[src/rtl/irq_ctl_pkg.sv]
package irq_ctl_pkg;

  typedef enum logic [1:0] {
    DRV_OD_LOW  = 2'b00,
    DRV_OD_HIGH = 2'b01,
    DRV_PP_HIGH = 2'b10,
    DRV_PP_LOW  = 2'b11
  } drv_mode_e;

  typedef struct packed {
    logic data;
    logic oe;
  } pin_drive_t;

  // Pin value and enable for a drive mode and a logical interrupt level.
  function automatic pin_drive_t drive_for(logic [1:0] mode, logic active);
    pin_drive_t d;
    case (drv_mode_e'(mode))
      DRV_OD_LOW:  begin d.oe = active; d.data = 1'b0;    end
      DRV_OD_HIGH: begin d.oe = active; d.data = 1'b1;    end
      DRV_PP_HIGH: begin d.oe = 1'b1;   d.data = active;  end
      default:     begin d.oe = 1'b1;   d.data = ~active; end
    endcase
    return d;
  endfunction

  // Next value of a sticky bit: a masked event wins over a clear.
  function automatic logic sticky_next(logic cur, logic evt, logic en, logic clr);
    return (cur & ~clr) | (evt & en);
  endfunction

endpackage

[src/rtl/irq_cfg_regs.sv]
module irq_cfg_regs
  import irq_ctl_pkg::*;
#(
  parameter int NUM_SRC = 64,
  parameter int REG_W   = 32,
  parameter int ADDR_W  = 3
) (
  input  logic               clk,
  input  logic               rst_n,
  input  logic               wr_en,
  input  logic [ADDR_W-1:0]  addr,
  input  logic [REG_W-1:0]   wdata,
  input  logic [NUM_SRC-1:0] mon,
  output logic [NUM_SRC-1:0] mask,
  output logic [NUM_SRC-1:0] clr,
  output logic [1:0]         mode,
  output logic [REG_W-1:0]   rdata
);
  localparam int WORDS     = NUM_SRC / REG_W;
  localparam int MON_BASE  = WORDS;
  localparam int MODE_ADDR = 2 * WORDS;

  logic [NUM_SRC-1:0] mask_q;
  logic [1:0]         mode_q;
  logic               mode_wr;
  logic               unmapped_wr;

  assign mode_wr     = wr_en && (addr == ADDR_W'(MODE_ADDR));
  assign unmapped_wr = wr_en && (addr > ADDR_W'(MODE_ADDR));

  for (genvar w = 0; w < WORDS; w++) begin : g_word
    logic mask_wr;
    logic mon_wr;
    assign mask_wr = wr_en && (addr == ADDR_W'(w));
    assign mon_wr  = wr_en && (addr == ADDR_W'(MON_BASE + w));

    always_ff @(posedge clk or negedge rst_n) begin
      if (!rst_n)       mask_q[w*REG_W +: REG_W] <= '0;
      else if (mask_wr) mask_q[w*REG_W +: REG_W] <= wdata;
    end

    assign clr[w*REG_W +: REG_W] = mon_wr ? wdata : '0;
  end

  always_ff @(posedge clk or negedge rst_n) begin
    if (!rst_n)       mode_q <= DRV_OD_LOW;
    else if (mode_wr) mode_q <= wdata[1:0];
  end

  always_comb begin
    rdata = '0;
    for (int w = 0; w < WORDS; w++) begin
      if (addr == ADDR_W'(w))            rdata = mask_q[w*REG_W +: REG_W];
      if (addr == ADDR_W'(MON_BASE + w)) rdata = mon[w*REG_W +: REG_W];
    end
    if (addr == ADDR_W'(MODE_ADDR)) rdata = {{(REG_W-2){1'b0}}, mode_q};
  end

  assign mask = mask_q;
  assign mode = mode_q;

  // writes to unmapped words touch no configuration state
  p_unmapped_write_ignored_r11: assert property (@(posedge clk) disable iff (!rst_n)
    unmapped_wr |=> ($stable(mask_q) && $stable(mode_q)));

  // the mode changes only on a write to the mode word
  p_mode_only_by_write_r10: assert property (@(posedge clk) disable iff (!rst_n)
    !mode_wr |=> $stable(mode_q));

endmodule

[src/rtl/irq_sticky_bank.sv]
module irq_sticky_bank
  import irq_ctl_pkg::*;
#(
  parameter int NUM_SRC = 64
) (
  input  logic               clk,
  input  logic               rst_n,
  input  logic [NUM_SRC-1:0] evt,
  input  logic [NUM_SRC-1:0] mask,
  input  logic [NUM_SRC-1:0] clr,
  output logic [NUM_SRC-1:0] mon
);
  logic [NUM_SRC-1:0] mon_q;
  logic [NUM_SRC-1:0] gated_evt;

  assign gated_evt = evt & mask;

  for (genvar i = 0; i < NUM_SRC; i++) begin : g_bit
    always_ff @(posedge clk or negedge rst_n) begin
      if (!rst_n) mon_q[i] <= 1'b0;
      else        mon_q[i] <= sticky_next(mon_q[i], evt[i], mask[i], clr[i]);
    end
  end

  assign mon = mon_q;

  // a masked event always leaves its bit set
  p_masked_event_sets_r1: assert property (@(posedge clk) disable iff (!rst_n)
    1'b1 |=> (($past(gated_evt) & ~mon_q) == '0));

  // a newly set bit needs a masked event on the previous edge
  p_no_unmasked_set_r2: assert property (@(posedge clk) disable iff (!rst_n)
    1'b1 |=> ((mon_q & ~$past(mon_q) & ~$past(gated_evt)) == '0));

  // a set bit that was not cleared stays set
  p_sticky_hold_r3: assert property (@(posedge clk) disable iff (!rst_n)
    1'b1 |=> (($past(mon_q) & ~$past(clr) & ~mon_q) == '0));

endmodule

[src/rtl/irq_pin_drv.sv]
module irq_pin_drv
  import irq_ctl_pkg::*;
#(
  parameter int NUM_SRC = 64
) (
  input  logic [NUM_SRC-1:0] mon,
  input  logic [1:0]         mode,
  output logic               active,
  output logic               pin_data,
  output logic               pin_oe
);
  pin_drive_t drv;

  assign active   = |mon;
  assign drv      = drive_for(mode, active);
  assign pin_data = drv.data;
  assign pin_oe   = drv.oe;

  always_comb begin
    // open-drain modes float while idle
    p_od_idle_float_r7: assert (!((mode[1] == 1'b0) && !active && pin_oe));
    // mode 01 drives high while raised
    p_od_high_level_r8: assert (!((mode == 2'b01) && active && !(pin_oe && pin_data)));
    // push-pull modes always drive
    p_pp_driven_r9: assert (!(mode[1] && !pin_oe));
  end

endmodule

[src/rtl/irq_sticky_ctrl.sv]
module irq_sticky_ctrl
  import irq_ctl_pkg::*;
#(
  parameter int NUM_SRC = 64,
  parameter int REG_W   = 32,
  parameter int ADDR_W  = 3
) (
  input  logic               clk,
  input  logic               rst_n,
  input  logic [NUM_SRC-1:0] evt_i,
  input  logic               wr_en_i,
  input  logic [ADDR_W-1:0]  addr_i,
  input  logic [REG_W-1:0]   wdata_i,
  output logic [REG_W-1:0]   rdata_o,
  output logic               irq_o,
  output logic               pin_data_o,
  output logic               pin_oe_o
);
  logic [NUM_SRC-1:0] mask;
  logic [NUM_SRC-1:0] clr;
  logic [NUM_SRC-1:0] mon;
  logic [1:0]         mode;
  logic               irq_active;

  irq_cfg_regs #(.NUM_SRC(NUM_SRC), .REG_W(REG_W), .ADDR_W(ADDR_W)) u_regs (
    .clk(clk), .rst_n(rst_n), .wr_en(wr_en_i), .addr(addr_i), .wdata(wdata_i),
    .mon(mon), .mask(mask), .clr(clr), .mode(mode), .rdata(rdata_o)
  );

  irq_sticky_bank #(.NUM_SRC(NUM_SRC)) u_bank (
    .clk(clk), .rst_n(rst_n), .evt(evt_i), .mask(mask), .clr(clr), .mon(mon)
  );

  irq_pin_drv #(.NUM_SRC(NUM_SRC)) u_pin (
    .mon(mon), .mode(mode), .active(irq_active),
    .pin_data(pin_data_o), .pin_oe(pin_oe_o)
  );

  assign irq_o = irq_active;

  // the interrupt cannot rise without a masked event on that edge
  p_irq_rise_needs_event_r6: assert property (@(posedge clk) disable iff (!rst_n)
    $rose(irq_active) |-> ($past(evt_i & mask) != '0));

endmodule

[config.mk]
export PLATFORM = sky130hd
export DESIGN_NAME = irq_sticky_ctrl
export DESIGN_NICKNAME = d
export VERILOG_FILES = /design/src/rtl/irq_ctl_pkg.sv /design/src/rtl/irq_cfg_regs.sv /design/src/rtl/irq_sticky_bank.sv /design/src/rtl/irq_pin_drv.sv /design/src/rtl/irq_sticky_ctrl.sv
export SDC_FILE = /design/constraint.sdc
export NUM_CORES = 1
export LEC_CHECK = 0
export BUFFER_PORTS_ARGS = -buffer_cell sky130_fd_sc_hd__buf_4
export CAP_MARGIN = 20
export CELL_PAD_IN_SITES_DETAIL_PLACEMENT = 1
export CELL_PAD_IN_SITES_GLOBAL_PLACEMENT = 1
export CORE_UTILIZATION = 29
export DETAILED_ROUTE_END_ITERATION = 16
export PLACE_DENSITY_LB_ADDON = 0.1
export SLEW_MARGIN = 10
export SYNTH_ARGS = -nofsm -noshare
export SYNTH_HDL_FRONTEND = slang
export SYNTH_SLANG_ARGS = --single-unit
export TNS_END_PERCENT = 30
[constraint.sdc]
create_clock -name clk -period 1.7 [get_ports clk]
set_input_delay 0.255 -clock clk [delete_from_list [all_inputs] [get_ports clk]]
set_output_delay 0.255 -clock clk [all_outputs]
set_load 0.01 [all_outputs]
After elaboration in Yosys (flattened, before gate mapping)
Cells that the tools add are included.
{"block": "word_totals", "elab_cells": 346, "register_bits": 130, "output_inout_bits": 35}
{"block": "classes", "n_bitwise": 257, "mux": 8, "eq_ne": 6, "reduce_logical": 8}
{"operator": "$mux W32", "count": 7}
{"operator": "$and A1 B1 Y1", "count": 128}
{"operator": "$not A1 Y1", "count": 65}
{"operator": "$or A1 B1 Y1", "count": 64}
{"operator": "$reduce_or A64 Y1", "count": 1}
{"operator": "$eq A3 B2 Y1 const B", "count": 2}
{"operator": "$pmux W2 S3", "count": 1}
{"operator": "$logic_and A1 B1 Y1", "count": 5}
{"operator": "$eq A3 B1 Y1 const B", "count": 1}
{"operator": "$eq A3 B3 Y1 const B", "count": 1}
{"operator": "$logic_not A3 Y1", "count": 1}
{"operator": "$eq A2 B1 Y1 const B", "count": 1}
{"operator": "$eq A2 B2 Y1 const B", "count": 1}
{"operator": "$logic_not A2 Y1", "count": 1}

Longest topological paths before layout
{"block": "depth", "word_depth": 6, "mapped_depth": 6, "ltp_nobuf": 5}

Cells and area by module
Synthesis repeated with hierarchy kept, for this count alone.
{"block": "hier_totals", "cells_unflattened": 580, "hier_area_um2": 6850.3}
{"module": "irq_cfg_regs", "cells_each": 299, "seq_area_each_um2": 1651.6, "area_each_um2": 4038.9, "instances": 1}
{"module": "irq_sticky_bank", "cells_each": 256, "seq_area_each_um2": 1601.5, "area_each_um2": 2642.5, "instances": 1}
{"module": "irq_pin_drv", "cells_each": 25, "seq_area_each_um2": 0.0, "area_each_um2": 168.9, "instances": 1}

Worst setup path before layout
Ideal clock, no wire load.
{"block": "synth_timing", "kind": "reg2out", "start": "register u_bank.mon_q[44] (netlist: u_bank.mon[44])", "end": "output pin_data_o", "path_stages_with_launch": 6, "arrival_time_ns": 1.388, "slack_ns": 0.057, "cell_sequence": "dfrtp_1 > nor4_1 > nand4_1 > nor4_2 > nand2b_1 > xnor2_1"}
{"block": "synth_between", "elab_chain_cells": 3}
{"item": "from (decl)", "line_no": "irq_sticky_bank.sv:13", "source": "logic [NUM_SRC-1:0] mon_q;"}
{"item": "from (signal, indexed assignment)", "line_no": "irq_sticky_bank.sv:21", "source": "else mon_q[i] <= sticky_next(mon_q[i], evt[i], mask[i], clr[i]);"}
{"item": "$reduce_or A64 Y1 *", "line_no": "irq_pin_drv.sv:14", "source": "assign active = |mon;"}
{"item": "$not A1 Y1", "line_no": "irq_ctl_pkg.sv:22", "source": "default: begin d.oe = 1'b1; d.data = ~active; end"}
{"item": "$pmux W2 S3 *", "line_no": "irq_ctl_pkg.sv:18", "source": "case (drv_mode_e'(mode))"}
{"item": "to (decl)", "line_no": "irq_sticky_ctrl.sv:16", "source": "output logic pin_data_o,"}
Every way passes the cells marked *; elsewhere a longest branch is shown, timed or not.

Final worst setup path
{"block": "layout_timing", "start": "register u_bank.mon_q[38] (netlist: u_bank.mon[38])", "end": "output pin_data_o"}
Same word-level chain as after synthesis.

==> parameters.txt <==
Parameter                              Value

Run status
  Run status    complete, but fails checks
  Failing checks    negative setup slack

Place
  Number of port buffers    136
  Placer Congestion    0.802
  Hpwl dp    14200 um

Cells and area
  Post-layout net count    779
  Antenna fix cells    0
  Synthesis-to-finish area growth    47.8%
  Proportion of layout cells with a drive suffix above 1    55.5%

Floorplan
  Die Span X    147 um
  Number of rows in the core area    52
  DIE AREA    0.0217 sq mm
  Total I/O pin count    137
  Floorplan core area    0.0205 sq mm
  Effective utilization at floorplan    29.9%
  Die Span Y    147 um

Global routing
  Overall fraction of global-route tracks in use    19.7%
  Number of global-route vias before repair    5391
  Maximum number of pins on one net before global-route repair    81
  Number of antenna violations at the first check in global routing    0
  Global-route wire length before repair    31700 um
  Total overflow reported by the global router    0

Logic synthesis
  Share of Yosys cell area claimed by the top area cell type    53.0%
  Leading cell type by number of instances after synthesis    sky130_fd_sc_hd__dfrtp_1
  Distinct cells, synth    25
  Sequential share of the synthesized area    53.0%
  Avg Synthesized Cell Area    13.6 sq um
  Yosys top cell by area    sky130_fd_sc_hd__dfrtp_1
  Synthesized instance count    451
  Async SR Flop Fraction    100%
  Total standard cell area after synthesis    0.00613 sq mm
  Yosys synthesis warning count    0
  Predominant post-synthesis flop cell    sky130_fd_sc_hd__dfrtp_1
  Most numerous cell types in the synthesized netlist    sky130_fd_sc_hd__dfrtp_1, sky130_fd_sc_hd__nand2_1, sky130_fd_sc_hd__a22o_1
  Count of flip-flops with a built-in enable after synthesis    0
  Main area contributors after synthesis    sky130_fd_sc_hd__dfrtp_1, sky130_fd_sc_hd__mux2_2, sky130_fd_sc_hd__mux4_2
  Post-Syn Nets    553
  Number of synthesized register bits    130

STA
  Min cycle time layout    2470 ps
  Hold Slack    64.6 ps
  Setup clock skew after layout    9.69 ps
  Crit path setup slack, layout    -768 ps
  Headroom to the max-slew limit    54.0%
  Setup repair after global routing missed its margin    true
  Final Max Slew Viols    0
  Worst-margin pin slew    689 ps
  Hold Fails Final Rpt    0
  Final period utilization    145%
  Setup-failing EPs final    35
  Maximum clock frequency    405 MHz

Pwr
  Maximum vdd ir drop    0.612 mV
  Post-route total power    9.96 mW
  Static Leak    3.94 nW
  Cell Pwr Density    1100 mW/mm^2

Clocking
  Clock Root Buffer    sky130_fd_sc_hd__clkbuf_16
  Clock H-tree levels    4
  Insertion delay to the later sink of the worst-skew pair    420 ps
  Sink Count    130
  TritonCTS clock tree    built
  Clock transition at the registers of the reported paths    60 ps
  Num CTS Buffers    17
  Maximum count of clock buffers along a single path    2

Route
  Routed via count    4749
  Post-detailed-route count of antenna-violating nets    0
  1st-iter DRT viols    199
  Final routed wire length divided by cell count    20.8 um
  Post-detailed-routing wire length    20000 um
  DRC violations left    0
  Count of TritonRoute iterations in the first routing pass    5
  Drt via density    4.95

Min path
  Hold depth    2
  Hold Startpoint    evt_i[34]
  Capture endpoint of the worst hold path    u_bank.mon[34]
  Classification of the worst-slack hold path    input pin to flop

Worst setup path
  Depth of the most critical reg-to-reg path    3
  Kind of end point of the critical path    primary output
  Worst reg-to-reg setup slack    730 ps
  Launch point of the worst reg-to-reg path    u_bank.mon[43]
  Crit path arrival time    2210 ps
  Category of the most critical setup path    flop to primary output
  Capture point of the worst reg-to-reg path    u_bank.mon[43]
  Worst setup SP type    flop
  Required time of the critical path    1440 ps
  Critical-path maximum fanout    2

Flow run
  Max-cap violation count    0
logic make-up (layout without fill, tap and decap cells):
logic type / count (synthesis) / after routing / synth area share, %
mux: 98 / 98 / 24.1
xor+xnor: 1 / 1 / 0.143
compound gates: 66 / 66 / 9.32
simple gates: 128 / 128 / 10.5
buf+inv: 28 / 267 / 2.90
flops: 130 / 130 / 53.0
cells in the final DEF (no fill, tap or decap), types with 3 or more instances in the layout:
cell                         instances
sky130_fd_sc_hd__buf_4             181
sky130_fd_sc_hd__dfrtp_1           128
sky130_fd_sc_hd__nand2_1            66
sky130_fd_sc_hd__a22o_1             63
sky130_fd_sc_hd__mux2_2             62
sky130_fd_sc_hd__buf_6              40
sky130_fd_sc_hd__mux4_2             31
sky130_fd_sc_hd__nor2b_1            22
sky130_fd_sc_hd__clkbuf_16          17
sky130_fd_sc_hd__nor4_2             11
sky130_fd_sc_hd__buf_12             10
sky130_fd_sc_hd__nor2b_4             8
sky130_fd_sc_hd__nor4_1              5
sky130_fd_sc_hd__nand4_1             4
sky130_fd_sc_hd__mux2_1              4
sky130_fd_sc_hd__clkbuf_8            4
sky130_fd_sc_hd__clkbuf_1            3
sky130_fd_sc_hd__clkinvlp_4          3
metrics by stage:
step                cell area (sq um)  worst slack [ps]  util (%)  setup TNS (ps)  instances
floorplan                        6130              57.4         -               0        451
global placement                 8150              -519      39.8           -1420        924
detailed placement               8150              -602      39.8           -1760        924
CTS                              8920              -818      43.5          -11700        958
global route                     9060              -871      44.2          -13320        960
finish                           9060              -768      44.2          -10990        960
repair_timing:
item                                    CTS  global route
buffers inserted                          6             7
resized for setup                        45            32
hold buffers                              1             0
endpoints found under the hold margin    80             0
pin swaps                                 3             3
endpoints found under the setup margin   35            35
metal layers:
metal / track usage, % / wire length [um] / vias up
li1: - / - / 2144
met1: 25.6 / 8970 / 2475
met2: 33.5 / 10100 / 115
met3: 3.95 / 717 / 15
met4: 5.36 / 207 / 0
met5: 0 / 0 / -
sequential cells by signal, indices dropped and copies added (netlist names):
name         count
u_bank.mon      64
u_regs.mask     64
u_regs.mode      2
critical path, cell delays in order, from the launching register on:
cell and delay (ps):
sky130_fd_sc_hd__dfrtp_1 410, sky130_fd_sc_hd__nor4_1 260, sky130_fd_sc_hd__buf_4 150, sky130_fd_sc_hd__nand4_1 160
sky130_fd_sc_hd__nor4_2 300, sky130_fd_sc_hd__buf_4 160, sky130_fd_sc_hd__nand2b_4 120, sky130_fd_sc_hd__xnor2_2 100
sky130_fd_sc_hd__buf_4 130
area by class of cell:
class                   count  area (sq um)
fillers                  2182         11400
repair buffers            232          2020
flip-flops and latches    130          3260
clock buffers              24           492
inverters                   3          11.3
multi-input cells         293          2850
well taps                 270           338
clock inverters             8           101
worst max-delay path by stage:
stage / from / endpoint / slack [ps] / cells past startpoint
after floorplan: u_bank.mon[44] / pin_data_o / 60 / 5
after detailed placement: u_bank.mon[43] / pin_data_o / -600 / 8
after global routing: u_bank.mon[16] / pin_data_o / -870 / 8
after CTS: u_bank.mon[50] / pin_data_o / -820 / 8
after global placement: u_bank.mon[43] / pin_data_o / -520 / 8
final: u_bank.mon[38] / pin_data_o / -770 / 8
where the power goes:
part / leakage, nW / switching [mW] / internal [mW]
Clock: 0.282 / 1.39 / 2.31
Combinational: 2.26 / 0.753 / 1.41
Sequential: 1.39 / 0.449 / 3.64
Total: 3.94 / 2.59 / 7.36
(Power assumes the default switching activity.)
